$ cat src/rtl/ccf_pkg.sv
package ccf_pkg;
  localparam int CELL_BYTES = 53;
  localparam int IDX_W      = $clog2(CELL_BYTES);
  localparam int NIB_W      = 4;
  localparam int BYTE_W     = 2 * NIB_W;
  // header and payload byte positions the decoder depends on
  localparam int POS_PATH   = 0;
  localparam int POS_CHAN_H = 1;
  localparam int POS_CHAN_M = 2;
  localparam int POS_CODE   = 5;
  localparam int POS_ARG_A  = 6;
  localparam int POS_ARG_B  = 7;

  typedef struct packed {
    logic [BYTE_W-1:0] code;
    logic [BYTE_W-1:0] arg_a;
    logic [BYTE_W-1:0] arg_b;
  } ccf_cmd_t;
endpackage

$ cat src/rtl/ccf_nib_assemble.sv
module ccf_nib_assemble
  import ccf_pkg::*;
(
  input  logic              clk,
  input  logic              rst,
  input  logic              nib_valid,
  input  logic              nib_soc,
  input  logic [NIB_W-1:0]  nib,
  output logic              byte_valid,
  output logic [IDX_W-1:0]  byte_idx,
  output logic [BYTE_W-1:0] byte_data,
  output logic              byte_last
);
  logic             in_cell;
  logic             half;
  logic [IDX_W-1:0] idx;
  logic [NIB_W-1:0] hi;

  always_ff @(posedge clk) begin
    if (rst) begin
      in_cell    <= 1'b0;
      half       <= 1'b0;
      idx        <= '0;
      hi         <= '0;
      byte_valid <= 1'b0;
      byte_idx   <= '0;
      byte_data  <= '0;
      byte_last  <= 1'b0;
    end else begin
      byte_valid <= 1'b0;
      byte_last  <= 1'b0;
      if (nib_valid) begin
        if (nib_soc) begin
          // a fresh start always wins; any unfinished cell is abandoned
          in_cell <= 1'b1;
          half    <= 1'b1;
          idx     <= '0;
          hi      <= nib;
        end else if (in_cell) begin
          if (half) begin
            byte_valid <= 1'b1;
            byte_idx   <= idx;
            byte_data  <= {hi, nib};
            half       <= 1'b0;
            if (idx == IDX_W'(CELL_BYTES - 1)) begin
              byte_last <= 1'b1;
              in_cell   <= 1'b0;
            end else begin
              idx <= idx + 1'b1;
            end
          end else begin
            hi   <= nib;
            half <= 1'b1;
          end
        end
      end
    end
  end
endmodule

$ cat src/rtl/ccf_hdr_match.sv
module ccf_hdr_match
  import ccf_pkg::*;
(
  input  logic              clk,
  input  logic              rst,
  input  logic              byte_valid,
  input  logic [IDX_W-1:0]  byte_idx,
  input  logic [BYTE_W-1:0] byte_data,
  input  logic              byte_last,
  input  logic [BYTE_W-1:0] ctl_id,
  output logic              dec_valid,
  output logic              dec_ctl,
  output ccf_cmd_t          dec_cmd
);
  logic     hit;
  ccf_cmd_t cap;

  always_ff @(posedge clk) begin
    if (rst) begin
      hit       <= 1'b0;
      cap       <= '0;
      dec_valid <= 1'b0;
      dec_ctl   <= 1'b0;
      dec_cmd   <= '0;
    end else begin
      dec_valid <= 1'b0;
      if (byte_valid) begin
        case (int'(byte_idx))
          POS_PATH:   hit <= (byte_data[NIB_W-1:0] == '0);
          POS_CHAN_H: hit <= hit && (byte_data == '0);
          POS_CHAN_M: hit <= hit && (byte_data == ctl_id);
          POS_CODE:   cap.code  <= byte_data;
          POS_ARG_A:  cap.arg_a <= byte_data;
          POS_ARG_B:  cap.arg_b <= byte_data;
          default: ;
        endcase
        if (byte_last) begin
          dec_valid <= 1'b1;
          dec_ctl   <= hit;
          dec_cmd   <= cap;
        end
      end
    end
  end
endmodule

$ cat src/rtl/ccf_replay_buf.sv
module ccf_replay_buf
  import ccf_pkg::*;
(
  input  logic              clk,
  input  logic              rst,
  input  logic              byte_valid,
  input  logic [IDX_W-1:0]  byte_idx,
  input  logic [BYTE_W-1:0] byte_data,
  input  logic              dec_valid,
  input  logic              dec_ctl,
  output logic              out_valid,
  output logic              out_soc,
  output logic [BYTE_W-1:0] out_byte
);
  localparam int ADDR_W = IDX_W + 1;
  localparam int DEPTH  = 1 << ADDR_W;

  logic [BYTE_W-1:0] mem [DEPTH];
  logic              wr_slot;
  logic              rd_slot;
  logic              rd_act;
  logic [IDX_W-1:0]  rd_idx;

  // plain write port and registered read port for block RAM inference
  always_ff @(posedge clk) begin
    if (byte_valid) mem[{wr_slot, byte_idx}] <= byte_data;
    out_byte <= mem[{rd_slot, rd_idx}];
  end

  always_ff @(posedge clk) begin
    if (rst) begin
      wr_slot   <= 1'b0;
      rd_slot   <= 1'b0;
      rd_act    <= 1'b0;
      rd_idx    <= '0;
      out_valid <= 1'b0;
      out_soc   <= 1'b0;
    end else begin
      out_valid <= rd_act;
      out_soc   <= rd_act && (rd_idx == '0);
      if (rd_act) begin
        if (rd_idx == IDX_W'(CELL_BYTES - 1)) begin
          rd_act <= 1'b0;
          rd_idx <= '0;
        end else begin
          rd_idx <= rd_idx + 1'b1;
        end
      end
      if (dec_valid && !dec_ctl) begin
        rd_act  <= 1'b1;
        rd_idx  <= '0;
        rd_slot <= wr_slot;
        wr_slot <= ~wr_slot;
      end
    end
  end
endmodule

$ cat src/rtl/ctl_cell_filter.sv
module ctl_cell_filter
  import ccf_pkg::*;
#(
  parameter logic [7:0] CTL_ID_RST = 8'h1F
) (
  input  logic       clk,
  input  logic       rst,
  input  logic       in_valid,
  input  logic       in_soc,
  input  logic [3:0] in_nib,
  input  logic       cfg_we,
  input  logic [7:0] cfg_ctl_id,
  input  logic       cmd_busy,
  output logic       out_valid,
  output logic       out_soc,
  output logic [7:0] out_byte,
  output logic       cmd_valid,
  output logic [7:0] cmd_code,
  output logic [7:0] cmd_arg_a,
  output logic [7:0] cmd_arg_b
);
  logic              bv;
  logic [IDX_W-1:0]  bidx;
  logic [BYTE_W-1:0] bdata;
  logic              blast;
  logic              dv;
  logic              dctl;
  ccf_cmd_t          dcmd;
  logic [7:0]        ctl_id;

  always_ff @(posedge clk) begin
    if (rst)         ctl_id <= CTL_ID_RST;
    else if (cfg_we) ctl_id <= cfg_ctl_id;
  end

  ccf_nib_assemble u_asm (
    .clk(clk), .rst(rst), .nib_valid(in_valid), .nib_soc(in_soc), .nib(in_nib),
    .byte_valid(bv), .byte_idx(bidx), .byte_data(bdata), .byte_last(blast)
  );

  ccf_hdr_match u_match (
    .clk(clk), .rst(rst), .byte_valid(bv), .byte_idx(bidx), .byte_data(bdata),
    .byte_last(blast), .ctl_id(ctl_id),
    .dec_valid(dv), .dec_ctl(dctl), .dec_cmd(dcmd)
  );

  ccf_replay_buf u_buf (
    .clk(clk), .rst(rst), .byte_valid(bv), .byte_idx(bidx), .byte_data(bdata),
    .dec_valid(dv), .dec_ctl(dctl),
    .out_valid(out_valid), .out_soc(out_soc), .out_byte(out_byte)
  );

  always_ff @(posedge clk) begin
    if (rst) begin
      cmd_valid <= 1'b0;
      cmd_code  <= '0;
      cmd_arg_a <= '0;
      cmd_arg_b <= '0;
    end else begin
      cmd_valid <= 1'b0;
      if (dv && dctl && !cmd_busy) begin
        cmd_valid <= 1'b1;
        cmd_code  <= dcmd.code;
        cmd_arg_a <= dcmd.arg_a;
        cmd_arg_b <= dcmd.arg_b;
      end
    end
  end
endmodule

$ cat config.mk
export PLATFORM = sky130hd
export DESIGN_NAME = ctl_cell_filter
export DESIGN_NICKNAME = d
export VERILOG_FILES = /design/src/rtl/ccf_pkg.sv /design/src/rtl/ccf_nib_assemble.sv /design/src/rtl/ccf_hdr_match.sv /design/src/rtl/ccf_replay_buf.sv /design/src/rtl/ctl_cell_filter.sv
export SDC_FILE = /design/constraint.sdc
export NUM_CORES = 1
export LEC_CHECK = 0
export BUFFER_PORTS_ARGS = -buffer_cell sky130_fd_sc_hd__clkbuf_2
export CORE_MARGIN = 2
export CORE_UTILIZATION = 50
export CTS_CLUSTER_DIAMETER = 100
export DETAILED_ROUTE_END_ITERATION = 8
export PLACE_DENSITY = 0.67
export SYNTH_ARGS = -nofsm -noshare
export SYNTH_HDL_FRONTEND = slang
export SYNTH_SLANG_ARGS = --single-unit
$ cat constraint.sdc
create_clock -name clk -period 9.2 [get_ports clk]
set_clock_uncertainty 0.15 [all_clocks]
set_input_delay 0.46 -clock clk [delete_from_list [all_inputs] [get_ports clk]]
set_output_delay 0.46 -clock clk [all_outputs]
set_load 0.03 [all_outputs]
# --- Yosys cells after proc, flatten, opt, wreduce, memory -nomap -nowiden ---
# Memory sizes are Yosys's and may differ from the RTL's. A register that Yosys moved wholly into a read port is not among the register bits.
# Cells that the tools add are included.
word_totals:
  ff_bits: 123
  ramBits: 1024
  in_bits: 18
  out_inout_bits: 35
  word_cells: 100
  mem_count: 1
memory_table:
  columns: ["memory", "depth", "width", "rd", "rd_ports_with_merged_regs", "wr", "line_no", "source"]
  rows:
  - ["u_buf.mem", 128, 8, 1, 1, 1, "ccf_replay_buf.sv:18", "logic [BYTE_W-1:0] mem [DEPTH];"]
op_classes:
  add_sub_neg: 2
  n_eq_ne: 10
  mux: 25
  bitwise: 6
  n_reduce_logical: 28
ops:
  columns: ["op", "n"]
  rows:
  - ["$mux W6", 5]
  - ["$eq A6 B3 Y1 const B", 3]
  - ["$mux W1", 16]
  - ["$add A6 B1 Y6 const B", 2]
  - ["$eq A6 B6 Y1 const B", 2]
  - ["$logic_not A6 Y1", 2]
  - ["$mux W4", 3]
  - ["$reduce_and A2 Y1", 6]
  - ["$eq A8 B8 Y1", 1]
  - ["$logic_not A8 Y1", 1]
  - ["$reduce_and A4 Y1", 2]
  - ["$eq A6 B1 Y1 const B", 1]
  - ["$eq A6 B2 Y1 const B", 1]
  - ["$logic_and A1 B1 Y1", 6]
  - ["$not A1 Y1", 6]
  - ["$reduce_or A5 Y1", 1]
  - ["$logic_not A4 Y1", 1]
  - ["$ne A2 B2 Y1 const B", 2]
  - ["$reduce_bool A2 Y1", 2]
  - ["$reduce_or A2 Y1", 2]
  - ["$reduce_or A4 Y1", 1]
  - ["$pmux W1 S3", 1]
  - ["$reduce_and A3 Y1", 1]
  - ["$reduce_bool A3 Y1", 1]
  - ["$logic_not A1 Y1", 2]

# --- Logic depth before layout (Yosys ltp) ---
logic_depth:
  ltp_word: 5
  ltp_mapped: 11
  mapped_depth_nobuf: 7

# --- By module ---
# A second synthesis with hierarchy kept.
hier_totals:
  hier_cells: 2438
  area_unflattened_um2: 45154.6
modules_own_cells:
  columns: ["module", "instances", "cells_per_inst", "area_per_inst_um2", "seq_area_each_um2"]
  rows:
  - ["ccf_replay_buf", 1, 1948, 40619.0, 31129.9]
  - ["ccf_hdr_match", 1, 217, 1945.6, 1021.0]
  - ["ctl_cell_filter", 1, 133, 1413.9, 660.6]
  - ["ccf_nib_assemble", 1, 140, 1176.1, 560.5]

# --- Worst setup path after synthesis ---
# No wires, ideal clock.
synth_path:
  path_type: "reg2reg"
  from: "register u_asm.byte_data[7]"
  to: "register u_match.hit"
  setup_time_ns: 0.132
  arrival_ns: 2.627
  required_ns: 8.918
  setup_slack_ns: 6.291
  stages_incl_launch_ff: 6
  path_buffers: 0
  period_less_slack_ns: 2.909
  cell_sequence: "dfxtp_1 > o41ai_1 > nand3_1 > nand4b_1 > a21oi_1 > nor3_1"
synth_between:
  elab_chain_cells: 3
  elab_cells_between_ends: 5
  classes_between: "1 x eq/ne; 1 x mux; 3 x reduce/logical"
synth_rtl:
  columns: ["item", "line_no", "source"]
  rows:
  - ["start: declaration", "ccf_nib_assemble.sv:11", "output logic [BYTE_W-1:0] byte_data,"]
  - ["start signal: assignment", "ccf_nib_assemble.sv:43", "byte_data <= {hi, nib};"]
  - ["$eq A8 B8 Y1 / $logic_not A8 Y1 (equally long branches)", "ccf_hdr_match.sv:31, ccf_hdr_match.sv:30", null]
  - ["$logic_and A1 B1 Y1, on equally long branches", "ccf_hdr_match.sv:31, ccf_hdr_match.sv:30", null]
  - ["$pmux W1 S3 *", "ccf_hdr_match.sv:28", "case (int'(byte_idx))"]
  - ["end signal: assignment", "ccf_hdr_match.sv:29", "POS_PATH: hit <= (byte_data[NIB_W-1:0] == '0);"]
  - ["end signal: assignment", "ccf_hdr_match.sv:30", "POS_CHAN_H: hit <= hit && (byte_data == '0);"]
  - ["end signal: assignment", "ccf_hdr_match.sv:31", "POS_CHAN_M: hit <= hit && (byte_data == ctl_id);"]
  - ["end: declaration", "ccf_hdr_match.sv:15", "logic hit;"]
# Every way passes the cells marked *; elsewhere a longest branch is shown, timed or not.
# A chain may end at the register's enable or synchronous reset.

==> flow_summary.html <==
<table>
<tr><th>Metric</th><th>Value</th></tr>
<tr><th colspan="2">Place</th></tr>
<tr><td>GP Congestion</td><td>0.8962</td></tr>
<tr><td>Detailed-placement wirelength estimate</td><td>69,350 um</td></tr>
<tr><td>IO buf count</td><td>52</td></tr>
<tr><td>Placed instance area</td><td>0.04615 mm^2</td></tr>
<tr><th colspan="2">Clock tree</th></tr>
<tr><td>Library cell used as clock root buffer</td><td>clkbuf_16</td></tr>
<tr><td># H-tree levels</td><td>3</td></tr>
<tr><td>CTS clock-pin slew for the worst setup and hold paths</td><td>0.06 ns</td></tr>
<tr><td>TritonCTS clock tree</td><td>done</td></tr>
<tr><td>Clock buffer depth</td><td>3</td></tr>
<tr><td>Number of clock sinks seen by CTS</td><td>1,155</td></tr>
<tr><td>Worst skew pair latency</td><td>0.69 ns</td></tr>
<tr><td>Number of buffers added by the clock tree synthesis step</td><td>112</td></tr>
<tr><th colspan="2">Global route</th></tr>
<tr><td>Initial antenna violation count</td><td>1</td></tr>
<tr><td>Wire length of the first global-routing pass</td><td>163,700 um</td></tr>
<tr><td>Pin count of the biggest net entering global routing</td><td>125</td></tr>
<tr><td>Vias in the first global route</td><td>24,052</td></tr>
<tr><td>Residual overflow from global routing</td><td>0</td></tr>
<tr><td>Global router's overall resource usage</td><td>24.14%</td></tr>
<tr><th colspan="2">Routing</th></tr>
<tr><td>Pre-antenna DRT Iters</td><td>5</td></tr>
<tr><td>Antenna-violating nets left</td><td>0</td></tr>
<tr><td>Total wire length</td><td>111,600 um</td></tr>
<tr><td>Routed WL per cell</td><td>28.49 um</td></tr>
<tr><td>Total via count in the routed design</td><td>24,208</td></tr>
<tr><td>Routed via count divided by cell count</td><td>6.180</td></tr>
<tr><td>Iteration-0 DRC Markers</td><td>2,898</td></tr>
<tr><td>DR DRC count</td><td>0</td></tr>
<tr><th colspan="2">Logic synthesis</th></tr>
<tr><td>Synthesized netlist net count</td><td>2,605</td></tr>
<tr><td>Count of synthesis-stage warnings from yosys</td><td>0</td></tr>
<tr><td>Register bit count reported by yosys</td><td>1,155</td></tr>
<tr><td>Number of synthesized flops with an enable pin</td><td>1,024</td></tr>
<tr><td>Mean post-synth cell area</td><td>17.38 um^2</td></tr>
<tr><td>Proportion of synthesized chip area in sequential cells</td><td>74.34%</td></tr>
<tr><td>Proportion of register bits with asynchronous set or reset after synthesis</td><td>0%</td></tr>
<tr><td>Number of distinct standard cells referenced by the synthesized netlist</td><td>61</td></tr>
<tr><td>Instance count of the mapped netlist</td><td>2,583</td></tr>
<tr><td>Cell area after technology mapping</td><td>0.04489 mm^2</td></tr>
<tr><td>Most instantiated flip-flop cell in the synthesis netlist</td><td>edfxtp_1</td></tr>
<tr><th colspan="2">Floorplan</th></tr>
<tr><td>Height of the die</td><td>303.6 um</td></tr>
<tr><td>Die Footprint</td><td>0.09220 mm^2</td></tr>
<tr><td>Core Box Area</td><td>0.08865 mm^2</td></tr>
<tr><td>Number of standard-cell rows in the floorplan</td><td>109</td></tr>
<tr><td>IO Pins</td><td>53</td></tr>
<tr><td>Initial standard-cell utilization of the core</td><td>50.64%</td></tr>
<tr><td>Die Wd</td><td>303.6 um</td></tr>
<tr><th colspan="2">Final layout</th></tr>
<tr><td>Share of cells above drive strength 1</td><td>17.66%</td></tr>
<tr><td># diodes</td><td>0</td></tr>
<tr><td>Leading cell types in the layout, fill and taps excluded</td><td>edfxtp_1, nand2_1, mux4_2</td></tr>
<tr><td>Most common cell after layout, fill and taps aside</td><td>edfxtp_1</td></tr>
<tr><td>Net count reported at finish</td><td>2,680</td></tr>
<tr><td>Summed area of non-filler cells in the final layout</td><td>0.05010 mm^2</td></tr>
<tr><td>Total of fill cells in the finished design</td><td>6,676</td></tr>
<tr><td>Syn-to-layout area delta</td><td>11.61%</td></tr>
<tr><td>Combined flip-flop and latch cell area</td><td>0.03341 mm^2</td></tr>
<tr><td>Area of the multi-input gates</td><td>0.01065 mm^2</td></tr>
<tr><th colspan="2">Critical path</th></tr>
<tr><td>Bufs and invs on worst path</td><td>2</td></tr>
<tr><td>CP Data Required Time</td><td>9.63 ns</td></tr>
<tr><td>Largest driver fanout on the critical path</td><td>60</td></tr>
<tr><td>Most Frequent Cell on Critical Path</td><td>buf_4</td></tr>
<tr><td>Worst setup SP type</td><td>flop</td></tr>
<tr><td>Critical Path Sink Type</td><td>flop</td></tr>
<tr><td>Worst Reg2Reg Path Length in Cells</td><td>7</td></tr>
<tr><td>Sequence of cells on the critical path</td><td>buf_4 &gt; buf_4 &gt; nor2_1 &gt; a22o_1 &gt; o21ai_0 &gt; o2111ai_1 &gt; o31a_1</td></tr>
<tr><td>Cell with the biggest individual delay on the critical path</td><td>buf_4</td></tr>
<tr><td>Classification of the worst setup path</td><td>flop to flop</td></tr>
<tr><td>Stages on worst setup path</td><td>7</td></tr>
<tr><td>CP arrival</td><td>4.80 ns</td></tr>
<tr><td>CP delay by family, top</td><td>buffers and inverters</td></tr>
<tr><td>Delay of the slowest cell on the worst path</td><td>0.84 ns</td></tr>
<tr><th colspan="2">STA</th></tr>
<tr><td>Worst max-slew margin expressed relative to the limit</td><td>17.70%</td></tr>
<tr><td>Fin Hold WS</td><td>0.06326 ns</td></tr>
<tr><td>Min Clock Period, post-route</td><td>4.368 ns</td></tr>
<tr><td>Setup-failing EPs final</td><td>0</td></tr>
<tr><td>Setup repair after global routing missed its margin</td><td>no</td></tr>
<tr><td>Final Max Tran Viols</td><td>0</td></tr>
<tr><td>Setup_tns</td><td>0 ns</td></tr>
<tr><td>Period utilisation layout</td><td>47.48%</td></tr>
<tr><td>Hold violation count in the final report</td><td>0</td></tr>
<tr><td>Peak Freq</td><td>0.2289 GHz</td></tr>
<tr><td>Measured slew at the worst slew-check pin</td><td>1.225 ns</td></tr>
<tr><th colspan="2">Power</th></tr>
<tr><td>Worst IR drop on VDD</td><td>0.0001428 V</td></tr>
<tr><td>Power per unit of standard cell area</td><td>207.3 mW/mm^2</td></tr>
<tr><td>Sum of internal, switching and leakage power</td><td>10,390 uW</td></tr>
<tr><td>Leakage power</td><td>0.01361 uW</td></tr>
<tr><th colspan="2">Hold path</th></tr>
<tr><td>Min-delay worst type</td><td>input pin to flop</td></tr>
<tr><td>Hold Crit Depth</td><td>2</td></tr>
<tr><th colspan="2">Status</th></tr>
<tr><td>Outcome</td><td>complete, no violations</td></tr>
<tr><th colspan="2">Flow run</th></tr>
<tr><td>Count of max-cap constraint violations</td><td>0</td></tr>
</table>
-- registers in the layout, summed over array words and instances, names as in the netlist, 8 cells and up --
name / flops
u_buf.mem: 1024
u_buf.out_byte: 8
cmd_arg_a: 8
u_match.cap: 24
u_match.dec_cmd: 24
u_asm.byte_data: 8
ctl_id: 8
cmd_arg_b: 8
cmd_code: 8
-- kinds of logic (layout without fill, tap and decap cells) --
kind of cell | after synthesis | count (layout) | synth area share [%]
simple gates | 624 | 624 | 5.973
flops | 1155 | 1155 | 74.34
compound gates | 259 | 259 | 3.841
fa+ha+maj | 4 | 4 | 0.1115
xor+xnor | 18 | 18 | 0.3512
mux | 364 | 364 | 13.38
buf+inv | 159 | 328 | 2.007
-- repair_timing --
item	4_1_cts	5_1_grt
hold buffers	15	0
buffers inserted	0	0
endpoints found under the hold margin	20	0
gates resized for setup	0	0
-- stage by stage --
stage	utilization, %	std cells	setup slack [ns]
finish	56.52	3917	4.832
detailed placement	52.06	3693	4.875
global placement	52.06	3693	4.948
floorplan	-	2583	6.291
CTS	56.51	3916	4.843
global route	56.52	3917	4.743
-- cells in the mapped netlist, types with 3 or more instances --
cell type / instances / area [um^2]
and3_1: 6 / 37.54
mux2_2: 3 / 33.78
dfxtp_1: 131 / 2623
nand3_1: 70 / 350.3
nor2_1: 175 / 656.9
inv_1: 6 / 22.52
a211oi_1: 6 / 45.04
a32oi_1: 13 / 113.9
a41oi_1: 3 / 26.28
clkbuf_1: 58 / 217.7
nor2b_1: 30 / 187.7
nand2_1: 276 / 1036
a31oi_1: 18 / 112.6
buf_1: 9 / 33.78
a2111oi_2: 4 / 60.06
xnor2_1: 6 / 52.55
a22o_1: 6 / 52.55
edfxtp_1: 1024 / 30750
nand2b_1: 7 / 43.79
nand4_1: 17 / 106.4
a221oi_1: 11 / 96.34
xor2_1: 12 / 105.1
and2_1: 8 / 50.05
mux2i_1: 173 / 1732
a22oi_1: 58 / 435.4
ha_1: 4 / 50.05
o21ai_0: 7 / 35.03
buf_4: 19 / 142.6
buf_2: 45 / 225.2
buf_6: 17 / 191.4
nor3_1: 20 / 100.1
a21oi_1: 109 / 545.5
buf_12: 3 / 60.06
mux4_2: 186 / 4189
a211o_1: 5 / 43.79
o2111ai_1: 3 / 26.28
-- report_power, final --
part | internal [uW] | total (uW) | switching (uW)
Sequential | 5630 | 5630 | 6.05
Combinational | 14.7 | 36.9 | 22.2
Clock | 2780 | 4720 | 1940
Total | 8420 | 10400 | 1970
-- cell type report --
type / count / share of cell area (%)
clock buffer: 149 / 6.181
clock inverter: 59 / 1.393
inverter: 8 / 0.05993
multi-input combinational: 1269 / 21.25
sequential: 1155 / 66.69
tap: 1165 / 2.909
timing repair buffer: 112 / 1.523
-- per-layer routing --
metal | GRT usage (%) | vias up | wire, um
li1 | - | 10277 | -
met1 | 33.78 | 12532 | 45580
met2 | 39.05 | 1162 | 53840
met3 | 3.687 | 237 | 8215
met4 | 8.377 | 0 | 3968
met5 | 0 | - | 0
-- final timing paths --
path | start | to | slack, ns
setup / recovery | u_buf.rd_idx[3] | u_buf.out_byte[2] | 4.83
hold / removal | cfg_we | ctl_id[1] | 0.06
setup reg to reg | u_buf.rd_idx[3] | u_buf.out_byte[2] | 4.83
hold reg to reg | u_asm.hi[0] | u_asm.byte_data[4] | 0.30
Power figures use the tool's default switching activity.
